File: src/rtl/esel_pkg.sv
package esel_pkg;
  localparam int unsigned REG_W  = 32;
  localparam int unsigned HALF_W = 16;

  typedef enum logic {
    LK_OPEN = 1'b0,
    LK_HELD = 1'b1
  } lock_e;
endpackage

File: src/rtl/esel_lock_ctl.sv
module esel_lock_ctl
  import esel_pkg::*;
(
  input  logic  clk,
  input  logic  rst,
  input  logic  arm_i,
  input  logic  susp_i,
  input  logic  release_i,
  output lock_e state_o,
  output logic  wr_block_o
);
  lock_e state_q;

  // arming wins over release when both arrive together
  always_ff @(posedge clk) begin
    if (rst)            state_q <= LK_OPEN;
    else if (arm_i)     state_q <= LK_HELD;
    else if (release_i) state_q <= LK_OPEN;
  end

  assign state_o    = state_q;
  assign wr_block_o = (state_q == LK_HELD) | arm_i | susp_i;
endmodule

File: src/rtl/esel_bit_store.sv
module esel_bit_store #(
  parameter int unsigned            N_SECT       = 8,
  parameter logic [N_SECT-1:0]      PRESENT_MASK = '1
) (
  input  logic              clk,
  input  logic              rst,
  input  logic              wr_en,
  input  logic [N_SECT-1:0] wr_sect,
  output logic [N_SECT-1:0] sel_o
);
  logic [N_SECT-1:0] unused_absent;
  assign unused_absent = wr_sect & ~PRESENT_MASK;

  for (genvar g = 0; g < N_SECT; g++) begin : g_sect
    if (PRESENT_MASK[g]) begin : g_have
      logic bit_q;
      always_ff @(posedge clk) begin
        if (rst)        bit_q <= 1'b0;
        else if (wr_en) bit_q <= wr_sect[g];
      end
      assign sel_o[g] = bit_q;
    end else begin : g_none
      assign sel_o[g] = 1'b0;
    end
  end
endmodule

File: src/rtl/esel_read_port.sv
module esel_read_port
  import esel_pkg::*;
#(
  parameter int unsigned N_LOW   = 6,
  parameter int unsigned N_MID   = 2,
  parameter int unsigned MID_LSB = 16,
  localparam int unsigned N_SECT = N_LOW + N_MID
) (
  input  logic              clk,
  input  logic              rst,
  input  logic              hit_i,
  input  logic [N_SECT-1:0] sel_i,
  output logic [REG_W-1:0]  rdata_o
);
  logic [REG_W-1:0] image;

  always_comb begin
    image = '0;
    image[N_LOW-1:0]        = sel_i[N_LOW-1:0];
    image[MID_LSB +: N_MID] = sel_i[N_SECT-1:N_LOW];
  end

  always_ff @(posedge clk) begin
    if (rst) rdata_o <= '0;
    else     rdata_o <= hit_i ? image : '0;
  end
endmodule

File: src/rtl/erase_sector_sel.sv
module erase_sector_sel
  import esel_pkg::*;
#(
  parameter int unsigned            ADDR_W       = 8,
  parameter logic [ADDR_W-1:0]      REG_ADDR     = 8'h10,
  parameter int unsigned            N_LOW        = 6,
  parameter int unsigned            N_MID        = 2,
  parameter int unsigned            MID_LSB      = 16,
  parameter logic [N_LOW+N_MID-1:0] PRESENT_MASK = 8'hDF
) (
  input  logic                    clk,
  input  logic                    rst,
  input  logic [ADDR_W-1:0]       bus_addr,
  input  logic                    bus_we,
  input  logic [REG_W-1:0]        bus_wdata,
  output logic [REG_W-1:0]        bus_rdata,
  input  logic                    ilk_wr_pulse,
  input  logic                    hv_suspended,
  input  logic                    erase_end,
  output logic [N_LOW+N_MID-1:0]  sel_vec
);
  localparam int unsigned N_SECT = N_LOW + N_MID;

  logic              hit;
  logic              wr_block;
  logic              wr_en;
  lock_e             lock_state;
  logic [N_SECT-1:0] wr_sect;
  logic [REG_W-1:0]  unused_wbits;

  assign hit          = (bus_addr == REG_ADDR);
  assign wr_sect      = {bus_wdata[MID_LSB +: N_MID], bus_wdata[N_LOW-1:0]};
  assign unused_wbits = bus_wdata;
  assign wr_en        = bus_we & hit & ~wr_block;

  esel_lock_ctl u_lock (
    .clk        (clk),
    .rst        (rst),
    .arm_i      (ilk_wr_pulse),
    .susp_i     (hv_suspended),
    .release_i  (erase_end),
    .state_o    (lock_state),
    .wr_block_o (wr_block)
  );

  esel_bit_store #(
    .N_SECT       (N_SECT),
    .PRESENT_MASK (PRESENT_MASK)
  ) u_store (
    .clk     (clk),
    .rst     (rst),
    .wr_en   (wr_en),
    .wr_sect (wr_sect),
    .sel_o   (sel_vec)
  );

  esel_read_port #(
    .N_LOW   (N_LOW),
    .N_MID   (N_MID),
    .MID_LSB (MID_LSB)
  ) u_rd (
    .clk     (clk),
    .rst     (rst),
    .hit_i   (hit),
    .sel_i   (sel_vec),
    .rdata_o (bus_rdata)
  );
endmodule

File: config.mk
export PLATFORM = sky130hd
export DESIGN_NAME = erase_sector_sel
export DESIGN_NICKNAME = d
export VERILOG_FILES = /design/src/rtl/esel_pkg.sv /design/src/rtl/esel_lock_ctl.sv /design/src/rtl/esel_bit_store.sv /design/src/rtl/esel_read_port.sv /design/src/rtl/erase_sector_sel.sv
export SDC_FILE = /design/constraint.sdc
export NUM_CORES = 1
export LEC_CHECK = 0
export BUFFER_PORTS_ARGS = -buffer_cell sky130_fd_sc_hd__buf_2
export CORE_UTILIZATION = 37
export DETAILED_ROUTE_END_ITERATION = 8
export GPL_TIMING_DRIVEN = 0
export PLACE_DENSITY = 0.84
export RECOVER_POWER = 100
export SLEW_MARGIN = 40
export SYNTH_ARGS = -nofsm -noshare
export SYNTH_HDL_FRONTEND = slang
export SYNTH_SLANG_ARGS = --single-unit
File: constraint.sdc
create_clock -name clk -period 3.7 [get_ports clk]
set_input_delay 0.74 -clock clk [delete_from_list [all_inputs] [get_ports clk]]
set_output_delay 0.74 -clock clk [all_outputs]
set_load 0.01 [all_outputs]
== Yosys cells after proc, flatten, opt, wreduce, memory -nomap -nowiden ==
Cells that the tools add are included.

* Register bits after elaboration: 40
* Output and inout port bits: 40

* Mux-type cells: 2
* Eq/ne operators: 1
* Reductions and logical operators: 2
* Bitwise operators: 6

{| class="wikitable"
|+ Operators with widths
! operator !! number
|-
| 8-bit by 5-bit equality test with 1-bit output (second input constant) || 1
|-
| 1-bit bitwise AND || 2
|-
| 1-bit 2-to-1 mux || 2
|-
| 1-bit inverter || 2
|-
| 1-bit OR || 2
|-
| 2-bit nonzero test || 1
|-
| 2-bit OR reduction || 1
|}

== Longest topological paths before layout ==
Gate-level depths: netlist of the first run.

* Depth in word-level cells: 4
* Gate-level depth with buffers: 3

== Modules after synthesis ==
Synthesis of the first run repeated with hierarchy kept, for this count alone.

* Cells, all modules: 81
* Area, all modules: 810.8 µm²

{| class="wikitable"
|+ Modules (own cells, without submodules)
! module !! cells an instance !! sequential area each (µm²) !! area an instance (µm²) !! times used
|-
| esel_read_port || 41 || 160.2 || 414.1 || 1
|-
| esel_bit_store || 31 || 140.1 || 311.5 || 1
|-
| erase_sector_sel || 4 || 0.0 || 43.8 || 1
|-
| esel_lock_ctl || 5 || 20.0 || 41.3 || 1
|}

== Worst setup path after synthesis of the first run ==
Ideal clock, no wire load.

* Path kind: input port to flip-flop
* Start point: in bus_addr[1]
* End point: reg u_store.g_sect[0].g_have.bit_q
* Required time: 3.628 ns
* Cell stages on the path: 3
* Setup slack: 1.747 ns
* Arrival time: 1.881 ns
* Path through: or4b_4 nor3_4 mux2i_1

* Cells in the longest elaborated chain, start to end: 3

{| class="wikitable"
|+ Ends and longest elaborated chain
! item !! RTL line !! text
|-
| start: declaration || erase_sector_sel.sv:13 || <nowiki>input logic [ADDR_W-1:0] bus_addr,</nowiki>
|-
| 8-bit by 5-bit equality test with 1-bit output || erase_sector_sel.sv:31 || <nowiki>assign hit = (bus_addr == REG_ADDR);</nowiki>
|-
| 1-bit bitwise AND (2 in a row) || erase_sector_sel.sv:34 || <nowiki>assign wr_en = bus_we & hit & ~wr_block;</nowiki>
|-
| end signal: assignment || esel_bit_store.sv:19 || <nowiki>else if (wr_en) bit_q <= wr_sect[g];</nowiki>
|-
| end: declaration || esel_bit_store.sv:16 || <nowiki>logic bit_q;</nowiki>
|}

Every way passes these cells.
A chain may end at the register's enable or synchronous reset.

== Worst setup path after layout of the first run ==
* Start point: in bus_addr[1]
* End point: reg u_store.g_sect[6].g_have.bit_q

* Cells in the longest elaborated chain, start to end: 3

{| class="wikitable"
|+ Ends and longest elaborated chain
! item !! RTL line
|-
| 8-bit by 5-bit equality test with 1-bit output || erase_sector_sel.sv:31
|-
| 1-bit bitwise AND (2 in a row) || erase_sector_sel.sv:34
|-
| end signal: assignment || esel_bit_store.sv:19
|-
| end: declaration || esel_bit_store.sv:16
|}

Every way passes these cells.

==> results of run 1 <==
==> worst min path at each step <==
stage / startpoint / endpoint / slack [ns] / depth (start not counted)
3_5_place_dp: u_store.g_sect[4].g_have.bit_q / u_rd.rdata_o[4] / 0.48 / 1
6_report: u_store.g_sect[4].g_have.bit_q / u_store.g_sect[4].g_have.bit_q / 0.49 / 2
3_3_place_gp: u_lock.state_o / u_lock.state_o / 0.46 / 2
5_1_grt: u_store.g_sect[0].g_have.bit_q / u_store.g_sect[0].g_have.bit_q / 0.52 / 2
2_1_floorplan: u_lock.state_o / u_lock.state_o / 0.44 / 2
4_1_cts: u_store.g_sect[4].g_have.bit_q / u_store.g_sect[4].g_have.bit_q / 0.50 / 2
==> worst max-delay path, cell delays in order <==
cell and delay (ns):
buf_2 0.09, or4b_1 0.54, nor3_1 1.05, mux2i_1 0.28
==> final cells by class <==
type	count	area [um2]	area share, %
repair buffers	34	152.6	13.66
clock buffers	4	26.28	2.352
multi-input cells	61	349.1	31.24
flip-flops and latches	15	300.3	26.88
plain buffers	34	251.5	22.51
inverters	1	3.754	0.3359
well taps	27	33.78	3.024
==> cell usage after synthesis <==
| cell type | count | area share, % |
|---|---|---|
| clkbuf_1 | 1 | 0.45 |
| buf_4 | 33 | 30 |
| or4b_1 | 1 | 1.2 |
| or4_4 | 1 | 1.4 |
| dfxtp_1 | 15 | 36 |
| conb_1 | 1 | 0.45 |
| nor2_1 | 1 | 0.45 |
| and2_1 | 7 | 5.3 |
| nand2b_1 | 14 | 11 |
| a21oi_1 | 1 | 0.60 |
| mux2i_1 | 7 | 8.4 |
| or4b_4 | 1 | 1.7 |
| inv_1 | 1 | 0.45 |
| nor3_4 | 1 | 2.0 |
| nor3_2 | 1 | 1.2 |
==> power groups by stage <==
stage | registers, uW | clock network (uW) | logic, uW
after detailed placement | 166 | 0 | 52.0
after floorplan | 166 | 0 | 39.7
after global routing | 162 | 100 | 56.8
after global placement | 166 | 0 | 51.5
final | 162 | 88.3 | 51.6
after CTS | 162 | 91.2 | 52.0
==> cells in the final DEF (no fill, tap or decap) <==
cell type,count
a21oi_1,1
and2_0,6
and2_1,1
buf_2,20
buf_4,32
clkbuf_1,16
clkbuf_4,4
conb_1,26
dfxtp_1,15
inv_1,1
mux2i_1,7
nand2b_1,14
nor2_1,1
nor3_1,2
or4_4,1
or4b_1,2
==> state kept, by name, indices dropped and copies added (netlist names) <==
signal                       count
u_rd.rdata_o                     7
u_store.g_sect.g_have.bit_q      7
u_lock.state_o                   1
==> cells by family after synthesis <==
family | after synthesis | share of synthesized area [%]
flops | 15 | 36.14
buf+inv | 35 | 30.72
other cells | 1 | 0.4514
simple gates | 27 | 23.64
compound gates | 1 | 0.6018
mux | 7 | 8.434
==> routing by layer <==
| layer | up-vias | global-route usage (%) |
|---|---|---|
| li1 | 338 | - |
| met1 | 270 | 11.63 |
| met2 | 39 | 23.97 |
| met3 | 0 | 4.050 |
| met4 | 0 | 5.714 |
| met5 | - | 0 |
==> per-stage QoR <==
step | utilization (%) | std cells
after floorplan | - | 111
after global placement | 55.27 | 172
after detailed placement | 55.27 | 172
after CTS | 56.56 | 176
after global routing | 54.72 | 176
final | 54.72 | 176
==> metrics, run 1 <==
status=completed; fin crit period=2.508 ns; Critical Path RT=3.90 ns; GPL Wtd Cong=0.6900; Ports=86; TritonCTS clock tree=done; number of hold buffers added after CTS=0; dpl hpwl=1240 um; clk root buf=clkbuf_4; Clk network pwr share=29.2%; Synth Instances=86; Critical Path Start Type=input pin; number of setup buffers added after CTS=0; clock-pin slew of the registers on the worst-case setup and hold paths=0.08 ns; filler cell count=205; final setup TNS=0 ns; first-pass GRT wire length=2256 um; RSZ-0062 raised after global routing=no; Max Cap Viol=0; Int Power=233.3 uW; Flop pwr share=53.7%; final hold vios=0; setup slack at placement=1.512 ns; hold slack=0.4886 ns; reg2reg setup slack=1.51 ns; relative slew slack=12.55%; largest net degree at the start of global routing=11; routed wl met2=710 um; Sw Share=22.83%; row cnt=16; CTS H-tree depth=1; Reg2Reg Depth=3; Design Area, Final=1117 um2; final setup violation count=0; critical path endpoint=u_store.g_sect[6].g_have.bit_q; Die Wd=49.39 um; worst vdd ir=0.1228 mV; fin nets=196; # diodes=0; vias in the first global route=619; CTS Sinks=15; Slew Limit Fails=0; Crit path arrival time=2.71 ns; worst hold path class=reg2reg; die area=2439 um2; reg2reg end=u_store.g_sect[6].g_have.bit_q; Routed WL per cell=8.165 um; initial antenna violation count=0; WL final=1437 um; via count=647; Worst-Margin Slew=1.302 ns; CP Class=in2reg; vias per inst=3.676; pwr/cell area=270.5 nW/um2; area delta synth->final=34.49%; layout cells sized above 1=38.26%; port bufs=34; launch point of the worst path=bus_addr[1]; total CTS buffers=3; Worst-Skew Late Latency=0.27 ns; Avg Cell Area, Syn=9.660 um2; Switch Pwr=69.01 uW; f_max=0.3987 GHz; Placement Cell Area=1129 um2; DRC marker count from the first detailed-route iteration=2; Synth Warn #=0; CTS resizes=0; combinational share of power=17.1%; Post-Syn Area=830.8 um2; GRT overflow=0; Synth cell types=15; Worst Path Max Fanout=7; Reg2Reg Launch Point=u_lock.state_o; uppermost layer routed=met3; met1 wire length=568 um; critical path capture point type=flop; Overall Power=302.3 uW; drt drc=0; leakage=0.0005667 uW; die height=49.39 um; sequential share of the synthesized area=36.14%; flop and latch count out of synthesis=15; Worst Slack Setup Final=1.192 ns; Starting Density=40.69%; maximum clock path buffer count=2; GRT Util Overall=12.44%; met3 routed WL=158 um; clock skew=0.0004583 ns; First-pass DRT Iterations=2; Final ANT Viol Nets=0; Core Region=2042 um2; period utilization=67.78%
No activity file was read; power rests on OpenSTA's default activity.
==> run 2: changes to the inputs <==
CORE_UTILIZATION = 31   (was 37)
PLACE_DENSITY = 0.75   (was 0.84)
clock period = 2.3 ns   (was 3.7 ns; I/O delays follow)
==> run 2 against run 1 <==
  * Setup slack lost 0.64 ns
  * Hold slack worse by 0.10 ns
  * Sequential power rose by 61%
  * Clock power rose by 68%
  * Flip-flop and latch count is the same
  * Largest power group unchanged
==> metrics, run 2 (synthesized netlist as in run 1, its figures left out) <==
final hold vios=0 (unchanged); fin crit period=1.746 ns; final setup TNS=0 ns (unchanged); Sw Share=24.26% (+1.4 points); commonest non-fill, non-tap cell in the layout=buf_4; GRT overflow=0 (unchanged); Switch Pwr=119.5 uW (+73%); Min-Delay Endpoint=u_lock.state_o; Clk network pwr share=30.0% (+0.8 points); critical path capture point type=flop; Worst-Skew Late Latency=0.28 ns (about the same); Die Wd=53.77 um (+8.9%); relative slew slack=52.67% (+40 points); hold_sp=ilk_wr_pulse; Reg2Reg Launch Point=u_lock.state_o; final setup violation count=0 (unchanged); crit-path cells=buf_2 -> or4b_4 -> nor3_2 -> mux2i_1; clock skew=0.006873 ns (+0.006414 ns); RSZ-0062 raised after global routing=no; clk root buf=clkbuf_4; Reg2Reg Depth=3 (unchanged); commonest non-fill, non-tap cells in the layout=buf_4 (33), conb_1 (26), buf_2 (19), clkbuf_1 (16), dfxtp_1 (15); drt drc=0 (unchanged); worst hold path class=in2reg; Max Cap Viol=0 (unchanged); initial antenna violation count=0 (unchanged); # diodes=0 (unchanged); CP Class=in2reg; row cnt=18 (+2); number of setup buffers added after CTS=0 (unchanged); DRC marker count from the first detailed-route iteration=4 (+2); maximum clock path buffer count=2 (unchanged); final core occ=45.20% (-9.5 points); GPL Wtd Cong=0.6853 (-0.68%); slowest stage cell, crit path=nor3_2; GRT Util Overall=11.35% (-1.1 points); worst vdd ir=0.2340 mV (+91%); CTS resizes=0 (unchanged); Crit path arrival time=1.96 ns (-0.75 ns); f_max=0.5726 GHz; TritonCTS clock tree=done; hold depth=3 (+1); first-pass GRT wire length=2304 um (+2.1%); clock-pin slew of the registers on the worst-case setup and hold paths=0.09 ns (about the same); slowest cell delay on critical path=0.62 ns (-0.43 ns); layout cells sized above 1=39.60% (+1.3 points); Final ANT Viol Nets=0 (unchanged); via count=643 (-0.62%); Bufs and invs on worst path=1 (unchanged); Critical Path Start Type=input pin; Worst-Margin Slew=0.7061 ns (-0.5955 ns); area delta synth->final=35.99%; Int Power=373.1 uW (+60%); fin nets=196 (unchanged); reg2reg end=u_store.g_sect[7].g_have.bit_q; Routed WL per cell=8.106 um (-0.72%); vias per inst=3.592 (-2.3%); die area=2891 um2 (+19%); Flop pwr share=53.0% (-0.7 points); period utilization=75.93%; Slew Limit Fails=0 (unchanged); dpl hpwl=1239 um (-0.12%); number of hold buffers added after CTS=0 (unchanged); CTS H-tree depth=1 (unchanged); combinational share of power=17.0% (about the same); die height=53.77 um (+8.9%); largest net degree at the start of global routing=11 (unchanged); pwr/cell area=436.0 nW/um2 (+61%); First-pass DRT Iterations=2 (unchanged); reg2reg setup slack=0.55 ns (-0.96 ns); Critical Path RT=2.51 ns (-1.39 ns); Worst Path Max Fanout=7 (unchanged); Top delay family on crit path=simple AND/OR/NAND/NOR gates; Starting Density=33.23% (-7.5 points); WL final=1451 um (+0.97%); Ports=86 (unchanged); filler cell count=264 (+29%); leakage=0.0005673 uW (about the same); Core Region=2500 um2 (+22%); status=completed; total CTS buffers=3 (unchanged); CTS Sinks=15 (unchanged); vias in the first global route=605 (-2.3%); port bufs=34 (unchanged)
## run 2: layer usage
metal | track usage [%] | share of wire, % | wire length [um] | vias up
met2 | 20.37 | 50 | 725 | 40
li1 | - | - | - | 339
met1 | 11.62 | 37 | 540 | 262
met5 | 0 | 0 | 0 | -
met3 | 3.107 | 12 | 177 | 2
met4 | 6.579 | 0.55 | 8 | 0
## run 2: how the worst max path moves through the flow
stage	startpoint	endpoint	slack (ns)	cells past startpoint
detailed placement	bus_addr[1]	u_store.g_sect[7].g_have.bit_q	0.40	4
finish	bus_addr[1]	u_store.g_sect[7].g_have.bit_q	0.55	4
global route	u_lock.state_o	u_store.g_sect[2].g_have.bit_q	0.39	3
floorplan	bus_addr[1]	u_store.g_sect[0].g_have.bit_q	0.63	3
CTS	u_lock.state_o	u_store.g_sect[7].g_have.bit_q	0.68	3
global placement	bus_addr[1]	u_store.g_sect[3].g_have.bit_q	0.43	4
## run 2: area by class of cell
cell class | count | area (um2) | area share [%]
Clock buffer | 3 | 22.52 | 1.993
Tap cell | 30 | 37.54 | 3.322
Buffer | 34 | 251.5 | 22.26
Timing Repair Buffer | 34 | 151.4 | 13.40
Clock inverter | 1 | 5.005 | 0.4430
Multi-Input combinational cell | 61 | 357.8 | 31.67
Inverter | 1 | 3.754 | 0.3322
Sequential cell | 15 | 300.3 | 26.58
## run 2: tightest hold or removal path, stage by stage
cell	delay [ns]
buf_2	0.08
a21oi_1	0.03
nor2_1	0.06
## run 2: power groups by stage
stage | Combinational [uW] | Sequential, uW | Clock (uW)
after floorplan | 63.9 | 267 | 0
after CTS | 83.6 | 261 | 154
after global placement | 82.3 | 267 | 0
final | 83.8 | 261 | 148
after detailed placement | 83.6 | 267 | 0
after global routing | 92.9 | 262 | 162
## run 2: through the flow
step | cell area, um2 | hold WS (ns) | setup WS, ns | power [uW] | std cells
5_1_grt | 1130 | 0.4177 | 0.3870 | 516.2 | 179
2_1_floorplan | 924.6 | 0.4432 | 0.6273 | 331.0 | 111
4_1_cts | 1160 | 0.3870 | 0.6845 | 498.8 | 179
6_report | 1130 | 0.3884 | 0.5536 | 492.7 | 179
3_5_place_dp | 1132 | 0.4738 | 0.4030 | 350.9 | 175
3_3_place_gp | 1132 | 0.4602 | 0.4333 | 349.4 | 175
